--- src/rtl/baud_tick_pkg.sv ---
package baud_tick_pkg;

  localparam int SRC_N   = 4;
  localparam int SEL_W   = 3;
  localparam int PCODE_W = 2;
  localparam int CNT_W   = 8;
  localparam int DIV_W   = PCODE_W + CNT_W;
  localparam int DATA_W  = 32;
  localparam int ADDR_W  = 2;

  localparam logic [DATA_W-1:0] CTRL_WMASK = 32'h8077_0000;
  localparam int OUT_SEL_BIT = 31;
  localparam int SEL_A_LSB   = 20;
  localparam int SEL_B_LSB   = 16;

  typedef enum logic [ADDR_W-1:0] {
    ADDR_CTRL  = 2'd0,
    ADDR_DIV_A = 2'd1,
    ADDR_DIV_B = 2'd2,
    ADDR_NONE  = 2'd3
  } reg_addr_e;

  typedef struct packed {
    logic             out_b;
    logic [SEL_W-1:0] sel_a;
    logic [SEL_W-1:0] sel_b;
  } ctrl_t;

  // Non-contiguous source code to one-hot input select; unlisted codes select nothing.
  function automatic logic [SRC_N-1:0] sel_onehot(logic [SEL_W-1:0] code);
    case (code)
      3'd0:    return 4'b0001;
      3'd1:    return 4'b0010;
      3'd2:    return 4'b0100;
      3'd4:    return 4'b1000;
      default: return 4'b0000;
    endcase
  endfunction

endpackage

--- src/rtl/baud_tick_regs.sv ---
module baud_tick_regs
  import baud_tick_pkg::*;
#(
  parameter int DW    = DATA_W,
  parameter int AW    = ADDR_W,
  parameter int DIVW  = DIV_W,
  parameter int SW    = SEL_W
) (
  input  logic            clk_i,
  input  logic            rst_ni,
  input  logic            wr_en_i,
  input  logic [AW-1:0]   wr_addr_i,
  input  logic [DW-1:0]   wr_data_i,
  input  logic [AW-1:0]   rd_addr_i,
  output logic [DW-1:0]   rd_data_o,
  output ctrl_t           ctrl_o,
  output logic [DIVW-1:0] div_a_o,
  output logic [DIVW-1:0] div_b_o,
  output logic [1:0]      clr_o
);

  localparam logic [DIVW-1:0] DIV_RST = DIVW'(2);

  ctrl_t           ctrl_q, ctrl_wr;
  logic [DIVW-1:0] div_a_q, div_b_q;
  reg_addr_e       wa, ra;

  assign wa = reg_addr_e'(wr_addr_i);
  assign ra = reg_addr_e'(rd_addr_i);

  assign ctrl_wr.out_b = wr_data_i[OUT_SEL_BIT];
  assign ctrl_wr.sel_a = wr_data_i[SEL_A_LSB +: SW];
  assign ctrl_wr.sel_b = wr_data_i[SEL_B_LSB +: SW];

  always_ff @(posedge clk_i or negedge rst_ni) begin
    if (!rst_ni) begin
      ctrl_q  <= '0;
      div_a_q <= DIV_RST;
      div_b_q <= DIV_RST;
    end else if (wr_en_i) begin
      case (wa)
        ADDR_CTRL:  ctrl_q  <= ctrl_wr;
        ADDR_DIV_A: div_a_q <= wr_data_i[DIVW-1:0];
        ADDR_DIV_B: div_b_q <= wr_data_i[DIVW-1:0];
        default:    ;
      endcase
    end
  end

  // Clear a generator on its divider write or on a change of its source code.
  always_comb begin
    clr_o = 2'b00;
    if (wr_en_i) begin
      case (wa)
        ADDR_CTRL: begin
          clr_o[0] = (ctrl_wr.sel_a != ctrl_q.sel_a);
          clr_o[1] = (ctrl_wr.sel_b != ctrl_q.sel_b);
        end
        ADDR_DIV_A: clr_o[0] = 1'b1;
        ADDR_DIV_B: clr_o[1] = 1'b1;
        default:    ;
      endcase
    end
  end

  always_comb begin
    rd_data_o = '0;
    case (ra)
      ADDR_CTRL: begin
        rd_data_o[OUT_SEL_BIT]        = ctrl_q.out_b;
        rd_data_o[SEL_A_LSB +: SW]    = ctrl_q.sel_a;
        rd_data_o[SEL_B_LSB +: SW]    = ctrl_q.sel_b;
      end
      ADDR_DIV_A: rd_data_o[DIVW-1:0] = div_a_q;
      ADDR_DIV_B: rd_data_o[DIVW-1:0] = div_b_q;
      default:    ;
    endcase
  end

  assign ctrl_o  = ctrl_q;
  assign div_a_o = div_a_q;
  assign div_b_o = div_b_q;

endmodule

--- src/rtl/baud_tick_div.sv ---
module baud_tick_div
  import baud_tick_pkg::*;
#(
  parameter int NSRC = SRC_N,
  parameter int SW   = SEL_W,
  parameter int PW   = PCODE_W,
  parameter int CW   = CNT_W
) (
  input  logic            clk_i,
  input  logic            rst_ni,
  input  logic            clr_i,
  input  logic [NSRC-1:0] src_tick_i,
  input  logic [SW-1:0]   sel_i,
  input  logic [PW-1:0]   pre_code_i,
  input  logic [CW-1:0]   count_i,
  output logic            tick_o
);

  localparam int NCODE = 1 << PW;
  // Largest prescaler limit is (2 << 2*(NCODE-1)) - 1.
  localparam int PRE_W = 1 + 2 * (NCODE - 1);

  logic [PRE_W-1:0] pre_q, pre_lim;
  logic [CW-1:0]    cnt_q;
  logic             tick_q;
  logic             hit;

  assign hit = |(src_tick_i & sel_onehot(sel_i));

  always_comb begin
    pre_lim = '0;
    for (int k = 0; k < NCODE; k++) begin
      if (pre_code_i == PW'(k)) pre_lim = PRE_W'((2 << (2 * k)) - 1);
    end
  end

  always_ff @(posedge clk_i or negedge rst_ni) begin
    if (!rst_ni) begin
      pre_q  <= '0;
      cnt_q  <= '0;
      tick_q <= 1'b0;
    end else if (clr_i) begin
      pre_q  <= '0;
      cnt_q  <= '0;
      tick_q <= 1'b0;
    end else begin
      tick_q <= 1'b0;
      if (hit) begin
        if (pre_q == pre_lim) begin
          pre_q <= '0;
          if (cnt_q == count_i) begin
            cnt_q  <= '0;
            tick_q <= 1'b1;
          end else begin
            cnt_q <= cnt_q + 1'b1;
          end
        end else begin
          pre_q <= pre_q + 1'b1;
        end
      end
    end
  end

  assign tick_o = tick_q;

endmodule

--- src/rtl/baud_tick_gen.sv ---
module baud_tick_gen
  import baud_tick_pkg::*;
#(
  parameter int NSRC = SRC_N,
  parameter int PW   = PCODE_W,
  parameter int CW   = CNT_W,
  parameter int DW   = DATA_W,
  parameter int AW   = ADDR_W
) (
  input  logic            clk_i,
  input  logic            rst_ni,
  input  logic [NSRC-1:0] src_tick_i,
  input  logic            wr_en_i,
  input  logic [AW-1:0]   wr_addr_i,
  input  logic [DW-1:0]   wr_data_i,
  input  logic [AW-1:0]   rd_addr_i,
  output logic [DW-1:0]   rd_data_o,
  output logic            tick_a_o,
  output logic            tick_b_o,
  output logic            clkout_tick_o
);

  localparam int DIVW  = PW + CW;
  localparam int NGEN  = 2;

  ctrl_t                      ctrl_q;
  logic [NGEN-1:0][DIVW-1:0]  div_w;
  logic [NGEN-1:0][SEL_W-1:0] sel_w;
  logic [NGEN-1:0]            clr;
  logic [NGEN-1:0]            tick;
  logic [SEL_W-1:0]           sel_a, sel_b;

  baud_tick_regs #(
    .DW   (DW),
    .AW   (AW),
    .DIVW (DIVW),
    .SW   (SEL_W)
  ) i_regs (
    .clk_i     (clk_i),
    .rst_ni    (rst_ni),
    .wr_en_i   (wr_en_i),
    .wr_addr_i (wr_addr_i),
    .wr_data_i (wr_data_i),
    .rd_addr_i (rd_addr_i),
    .rd_data_o (rd_data_o),
    .ctrl_o    (ctrl_q),
    .div_a_o   (div_w[0]),
    .div_b_o   (div_w[1]),
    .clr_o     (clr)
  );

  assign sel_a    = ctrl_q.sel_a;
  assign sel_b    = ctrl_q.sel_b;
  assign sel_w[0] = sel_a;
  assign sel_w[1] = sel_b;

  for (genvar g = 0; g < NGEN; g++) begin : g_gen
    baud_tick_div #(
      .NSRC (NSRC),
      .SW   (SEL_W),
      .PW   (PW),
      .CW   (CW)
    ) i_div (
      .clk_i      (clk_i),
      .rst_ni     (rst_ni),
      .clr_i      (clr[g]),
      .src_tick_i (src_tick_i),
      .sel_i      (sel_w[g]),
      .pre_code_i (div_w[g][DIVW-1 -: PW]),
      .count_i    (div_w[g][CW-1:0]),
      .tick_o     (tick[g])
    );
  end

  assign tick_a_o      = tick[0];
  assign tick_b_o      = tick[1];
  assign clkout_tick_o = ctrl_q.out_b ? tick[1] : tick[0];

endmodule

--- config.mk ---
export PLATFORM = sky130hd
export DESIGN_NAME = baud_tick_gen
export DESIGN_NICKNAME = d
export VERILOG_FILES = /design/src/rtl/baud_tick_pkg.sv /design/src/rtl/baud_tick_regs.sv /design/src/rtl/baud_tick_div.sv /design/src/rtl/baud_tick_gen.sv
export SDC_FILE = /design/constraint.sdc
export NUM_CORES = 1
export LEC_CHECK = 0
export ABC_AREA = 1
export CAP_MARGIN = 15
export CELL_PAD_IN_SITES_DETAIL_PLACEMENT = 0
export CELL_PAD_IN_SITES_GLOBAL_PLACEMENT = 2
export CORE_MARGIN = 3
export CORE_UTILIZATION = 28
export CTS_CLUSTER_DIAMETER = 40
export CTS_CLUSTER_SIZE = 24
export DETAILED_ROUTE_END_ITERATION = 16
export PLACE_DENSITY_LB_ADDON = 0.1
export SYNTH_ARGS = -nofsm -noshare
export SYNTH_HDL_FRONTEND = slang
export SYNTH_SLANG_ARGS = --single-unit
--- constraint.sdc ---
create_clock -name clk_i -period 1.8 [get_ports clk_i]
set_input_delay 0.18 -clock clk_i [delete_from_list [all_inputs] [get_ports clk_i]]
set_output_delay 0.18 -clock clk_i [all_outputs]
set_load 0.02 [all_outputs]
==> run summary, run 1 <==
Status = finished, final reports clean
# setup viols final = 0
CTS buffer count = 9
Row count = 42
Tot Pwr = 5620 uW
Die width = 125 um
Via count = 3602
Dpl hpwl = 8270 um
Starting DRT DRC Count = 153
Fmax = 637 MHz
Sequential area share after synthesis = 37.2%
Slowest stage cell on the critical path = clkdlybuf4s50_1
Die area = 0.0157 mm^2
# diodes = 0
Final Util = 38.0%
Initial antenna violation count = 1
Design area = 0.00516 mm^2
Synthesized instance count = 592
Post-synthesis cell type count = 33
Tcrit/Tclk final = 87.2%
Post CTS Setup Buffer Count = 0
Endpoint class of the critical path = output port
Final hold slack = 312 ps
Mapped Area = 0.00397 mm^2
Port bufs = 47
Area growth syn-to-layout = 29.8%
Leak Pwr = 0.00272 uW
Maximum clock path buffer count = 2
IO Pins = 78
GRT overflow = 0
Maximum fanout along the worst path = 2
Setup ws final = 231 ps
Post-layout minimum cycle time = 1570 ps
Max_cap viols = 0
DR WL/cell = 13.1 um
Register bit total from synthesis = 59
WS Path Type = register to output port
Pre-CTS WS = -424 ps
Placed cell area = 0.00476 mm^2
Worst EP arrival = 1390 ps
Routed Antenna Nets = 0
Crit-path max cell delay = 630 ps
Nets@finish = 713
CTS tree = done
Worst path cell trace = clkdlybuf4s50_1
Post-Route WL = 11000 um
HP Class = input port to asynchronous set/reset pin
Asr flop ratio synth = 100%
Average size of a mapped cell = 6.71 um^2
Yosys warns = 0
GP Congestion = 0.794
RSZ-0062 raised after global routing = false
Vias in the first global route = 3462
Core Region = 0.0136 mm^2
CP required = 1620 ps
Clock Skews = 6.29 ps
Pin count of the biggest net entering global routing = 47
Clk slew on worst S/H paths = 50 ps
Slew Limit Fails = 0
CTS sink cnt = 59
Final hold vios = 0
First-pass detailed-route iteration total = 4
Share of cells above drive strength 1 = 13.6%
Die height = 125 um
Post-DR vias/cell = 4.27
Insertion delay to the later sink of the worst-skew pair = 330 ps
CP bufs+invs = 1
Startpoint Class = register
GRT Total Usage = 14.3%
PD cells = 1090 mW/mm^2
Predominant post-synthesis flop cell = dfrtp_1
H-tree levels = 3
Post-route DRC = 0
Initial Util = 29.3%
Family with the most delay on the worst path = buffers and inverters
Post-synth EDFFs = 0
Clock tree root driver cell = clkbuf_16
Global-route wire length before repair = 18100 um
Max rail drop VDD = 0.376 mV
where the power goes:
part	switching, uW	total, uW	internal, uW	leakage [uW]
combinational	1060	1850	791	0.00182
sequential	429	2070	1640	0.000749
clock	608	1700	1090	0.000152
cell type report:
class / instances / area [um^2]
clock buffers: 10 / 239
clock inverters: 6 / 55.1
fillers: 1479 / 8400
inverters: 81 / 310
multi-input cells: 440 / 2150
flip-flops and latches: 59 / 1480
well taps: 176 / 220
repair buffers: 72 / 702
final timing paths:
kind | start | end | slack, ps | cells past startpoint
min in group clk_i | wr_data_i[0] | i_regs.div_a_o[0] | 430 | 3
max in group asynchronous | rst_ni | i_regs.div_b_o[1] | 840 | 3
worst min register to register | i_regs.div_b_o[1] | i_regs.div_b_o[1] | 520 | 2
worst max register to register | i_regs.ctrl_o[0] | g_gen[1].i_div.cnt_q[4] | 240 | 9
worst max-delay path | g_gen[1].i_div.tick_o | tick_b_o | 230 | 1
worst min-delay path | rst_ni | g_gen[1].i_div.pre_q[6] | 310 | 2
cell families (layout without fill, tap and decap cells):
group / count (synthesis) / count (layout) / share of synthesized area [%]
mux: 2 / 2 / 0.567
xor+xnor: 27 / 27 / 5.95
buf+inv: 107 / 169 / 11.8
fa+ha+maj: 7 / 7 / 2.20
compound gates: 57 / 57 / 7.34
simple gates: 332 / 332 / 34.9
other cells: 1 / 15 / 0.0944
flops: 59 / 59 / 37.2
per-layer routing:
layer,GRT usage (%),wire (um)
met1,20.1,5580
met2,22.2,4860
met3,2.99,454
met4,4.59,133
met5,0,13
worst reg2reg max path: stages, from the launching register on:
cell and delay (ps):
dfrtp_1 450, nor2_1 170, nand2_1 70, nand2_1 50
nand3_1 150, nand2_4 220, inv_4 70, nor2_8 180
nand2_1 70, nand2_1 60
cells in the final DEF, fill, tap and decap left out, types with 3 or more instances in the layout:
master and count:
nand2_1 223, inv_1 70, nor2_1 58, dfrtp_1 57, o21ai_0 32, nand3_1 29, clkdlybuf4s50_1 26, buf_4 22
xnor2_1 16, conb_1 15, a21oi_1 11, xor2_1 11, clkbuf_16 10, inv_2 8, dlygate4sd2_1 8, o21ai_1 5
nor2_2 5, ha_1 5, clkinv_2 5, buf_6 5, a21oi_4 4, nand2_2 4, a21oi_2 3, nor3_1 3
buf_2 3, buf_12 3
sequential cells by signal, summed over array words and instances, names as in the netlist:
signal	cells
i_regs.div_b_o	10
i_regs.ctrl_o	7
g_gen.i_div.pre_q	14
g_gen.i_div.cnt_q	16
i_regs.div_a_o	10
g_gen.i_div.tick_o	2
what timing repair did:
action | in CTS | in global routing
gates cloned | 0 | 1
pin swaps | 0 | 0
resized for setup | 52 | 30
endpoints found under the hold margin | 13 | 0
setup endpoints to repair | 18 | 10
hold buffers | 1 | 0
stage by stage:
step,cells,TNS (ps)
2_1_floorplan,606,0
3_3_place_gp,826,-4530
3_5_place_dp,826,-4620
4_1_cts,843,-9.58
5_1_grt,844,0
6_report,844,0
synthesized netlist by cell type, drive strengths merged (3+ instances only):
cell type | n | share of area [%]
clkbuf | 8 | 0.79
buf | 18 | 3.3
inv | 79 | 7.5
dfrtp | 57 | 36
o21ai | 38 | 4.9
xnor2 | 16 | 3.5
nand2 | 230 | 23
nor3 | 3 | 0.38
xor2 | 11 | 2.4
a21oi | 18 | 2.3
nand3 | 31 | 4.2
ha | 7 | 2.2
nor2 | 65 | 7.1
(Power assumes the default switching activity.)
==> run 2: changes to the inputs <==
--- a/config.mk
+++ b/config.mk
@@ -10,7 +10,7 @@
 export CELL_PAD_IN_SITES_DETAIL_PLACEMENT = 0
 export CELL_PAD_IN_SITES_GLOBAL_PLACEMENT = 2
 export CORE_MARGIN = 3
-export CORE_UTILIZATION = 28
+export CORE_UTILIZATION = 30
 export CTS_CLUSTER_DIAMETER = 40
 export CTS_CLUSTER_SIZE = 24
 export DETAILED_ROUTE_END_ITERATION = 16
==> constraint.sdc (replaced) <==
create_clock -name clk_i -period 1.9 [get_ports clk_i]
set_input_delay 0.19 -clock clk_i [delete_from_list [all_inputs] [get_ports clk_i]]
set_output_delay 0.19 -clock clk_i [all_outputs]
set_load 0.02 [all_outputs]
==> run summary, run 2 (synthesized netlist as in run 1, its figures left out) <==
Worst R2R Start = i_regs.ctrl_o[5]
Row count = 41 (-2.4%)
Fmax = 549 MHz
# setup viols final = 0 (unchanged)
Inst Count DP = 816 (-1.2%)
Core Region = 0.0128 mm^2 (-5.8%)
CTS tree = done
Slew Limit Fails = 0 (unchanged)
Post-route DRC = 0 (unchanged)
Commonest non-fill, non-tap cell in the layout = nand2_1
Tcrit/Tclk final = 95.8%
GP Congestion = 0.802 (+1.1%)
Endpoint class of the critical path = output port
Clk slew on worst S/H paths = 50 ps (about the same)
IO Pins = 78 (unchanged)
Post-DR vias/cell = 4.30 (+0.71%)
CTS sink cnt = 59 (unchanged)
Clock tree root driver cell = clkbuf_16
Initial Util = 31.1% (+1.8 points)
# diodes = 0 (unchanged)
CTS buffer count = 9 (unchanged)
H-tree levels = 3 (unchanged)
Routed Antenna Nets = 0 (unchanged)
Top flop regs = g_gen.i_div.cnt_q x16, g_gen.i_div.pre_q x14
Worst EP arrival = 1630 ps (+240 ps)
Finished Layout Cells = 832 (-1.4%)
Vias in the first global route = 3567 (+3.0%)
Nets@finish = 706 (-0.98%)
RSZ-0062 raised after global routing = false
Port bufs = 47 (unchanged)
Least-Margin Pin Slew = 625 ps
Top reg by flops = g_gen.i_div.cnt_q
Pin count of the biggest net entering global routing = 24 (-49%)
Tot Pwr = 5160 uW (-8.1%)
Global-route wire length before repair = 18000 um (-0.53%)
R2r endpoint = g_gen[0].i_div.pre_q[2]
Starting DRT DRC Count = 132 (-14%)
Post CTS Setup Buffer Count = 0 (unchanged)
Clock Skews = 5.84 ps (-0.446 ps)
Maximum clock path buffer count = 2 (unchanged)
Depth of the worst register-to-register path = 8 (-1)
Max rail drop VDD = 0.416 mV (+11%)
DR WL/cell = 12.8 um (-2.2%)
Maximum fanout along the worst path = 10 (+8)
Pre-CTS WS = -344 ps (+80.0 ps)
Post-layout minimum cycle time = 1820 ps
Max FFs per register = 16 (unchanged)
Most frequent cells in the layout = nand2_1 (223), inv_1 (72), nor2_1 (58)
Leak Pwr = 0.00270 uW (-0.54%)
Area growth syn-to-layout = 25.2%
PD cells = 1040 mW/mm^2 (-4.8%)
GRT overflow = 0 (unchanged)
First-pass detailed-route iteration total = 4 (unchanged)
Relative slew slack = 58.3%
Final Util = 39.0% (+0.93 points)
Initial antenna violation count = 0 (-1)
HP Class = input port to asynchronous set/reset pin
Die width = 121 um (-3.2%)
Setup ws final = 79.2 ps (-152 ps)
GRT Total Usage = 15.7% (+1.4 points)
Via count = 3576 (-0.72%)
WS Path Type = input port to output port
Share of cells above drive strength 1 = 10.8% (-2.9 points)
Die height = 121 um (-3.2%)
Fillers = 1378 (-6.8%)
Status = finished, final reports clean
Post-Route Setup TNS = 0 ps (unchanged)
Insertion delay to the later sink of the worst-skew pair = 320 ps (about the same)
Dpl hpwl = 8060 um (-2.5%)
Max_cap viols = 0 (unchanged)
Startpoint Class = input port
Final hold vios = 0 (unchanged)
R2R Setup Slk = 300 ps (+60 ps)
Post-Route WL = 10600 um (-3.6%)
CP required = 1710 ps (+90 ps)
Die area = 0.0147 mm^2 (-6.4%)
-- run 2: changes by cell type in the layout (fill, tap and decap cells not counted), sizes merged --
cell           before  now
bufinv              1    0
dlymetal6s2s        2    5
clkinvlp            1    0
clkinv              6    4
clkdlybuf4s50      26   29
dlygate4sd2         8    2
buf                34   28
clkbuf             11   13
-- run 2: repair_timing --
action	4_1_cts	5_1_grt
setup endpoints to repair	17	8
hold endpoints to repair	19	0
gates resized for setup	40	8
hold buffers	1	0
cloned	0	0
-- run 2: routing by layer --
metal	global-route usage, %	wire length (um)	vias to the layer above
met5	0	0	-
met4	5.10	129	0
met3	3.59	563	13
met2	24.1	4610	87
met1	21.9	5350	1572
li1	-	-	1904
-- run 2: area by class of cell --
class	count	area [um^2]	area share (%)
Multi-Input combinational cell	440	2080	41.8
Sequential cell	59	1480	29.7
Clock buffer	13	270	5.43
Timing Repair Buffer	65	613	12.3
Clock inverter	2	10.0	0.201
Tap cell	172	215	4.32
Inverter	81	307	6.16
-- run 2: worst max-delay path by stage --
stage	from	end	slack, ps	cells after the start
after floorplan	i_regs.ctrl_o[1]	g_gen[1].i_div.cnt_q[2]	590	10
after global placement	rd_addr_i[1]	rd_data_o[8]	-280	7
after detailed placement	rd_addr_i[0]	rd_data_o[8]	-340	7
after CTS	rd_addr_i[0]	rd_data_o[18]	0.1	6
after global routing	rd_addr_i[0]	rd_data_o[1]	1	7
final	rd_addr_i[0]	rd_data_o[3]	80	7
-- run 2: critical path, stage by stage --
cell             delay (ps)
clkdlybuf4s50_1         490
inv_1                    70
ha_2                    310
clkinv_1                 50
buf_4                   170
a21oi_1                 150
buf_2                   190
-- run 2: metrics by stage --
| step | cell area, um^2 | hold slack (ps) |
|---|---|---|
| after floorplan | 4030 | -106 |
| after global placement | 4720 | 236 |
| after detailed placement | 4720 | 246 |
| after CTS | 4980 | 436 |
| after global routing | 4980 | 460 |
| final | 4980 | 422 |
-- run 2: report_power, final --
part | internal (uW) | total (uW) | leakage (uW) | switching, uW
clock | 976 | 1520 | 0.000141 | 544
combinational | 713 | 1680 | 0.00181 | 970
sequential | 1550 | 1960 | 0.000749 | 409
total | 3240 | 5160 | 0.00270 | 1920
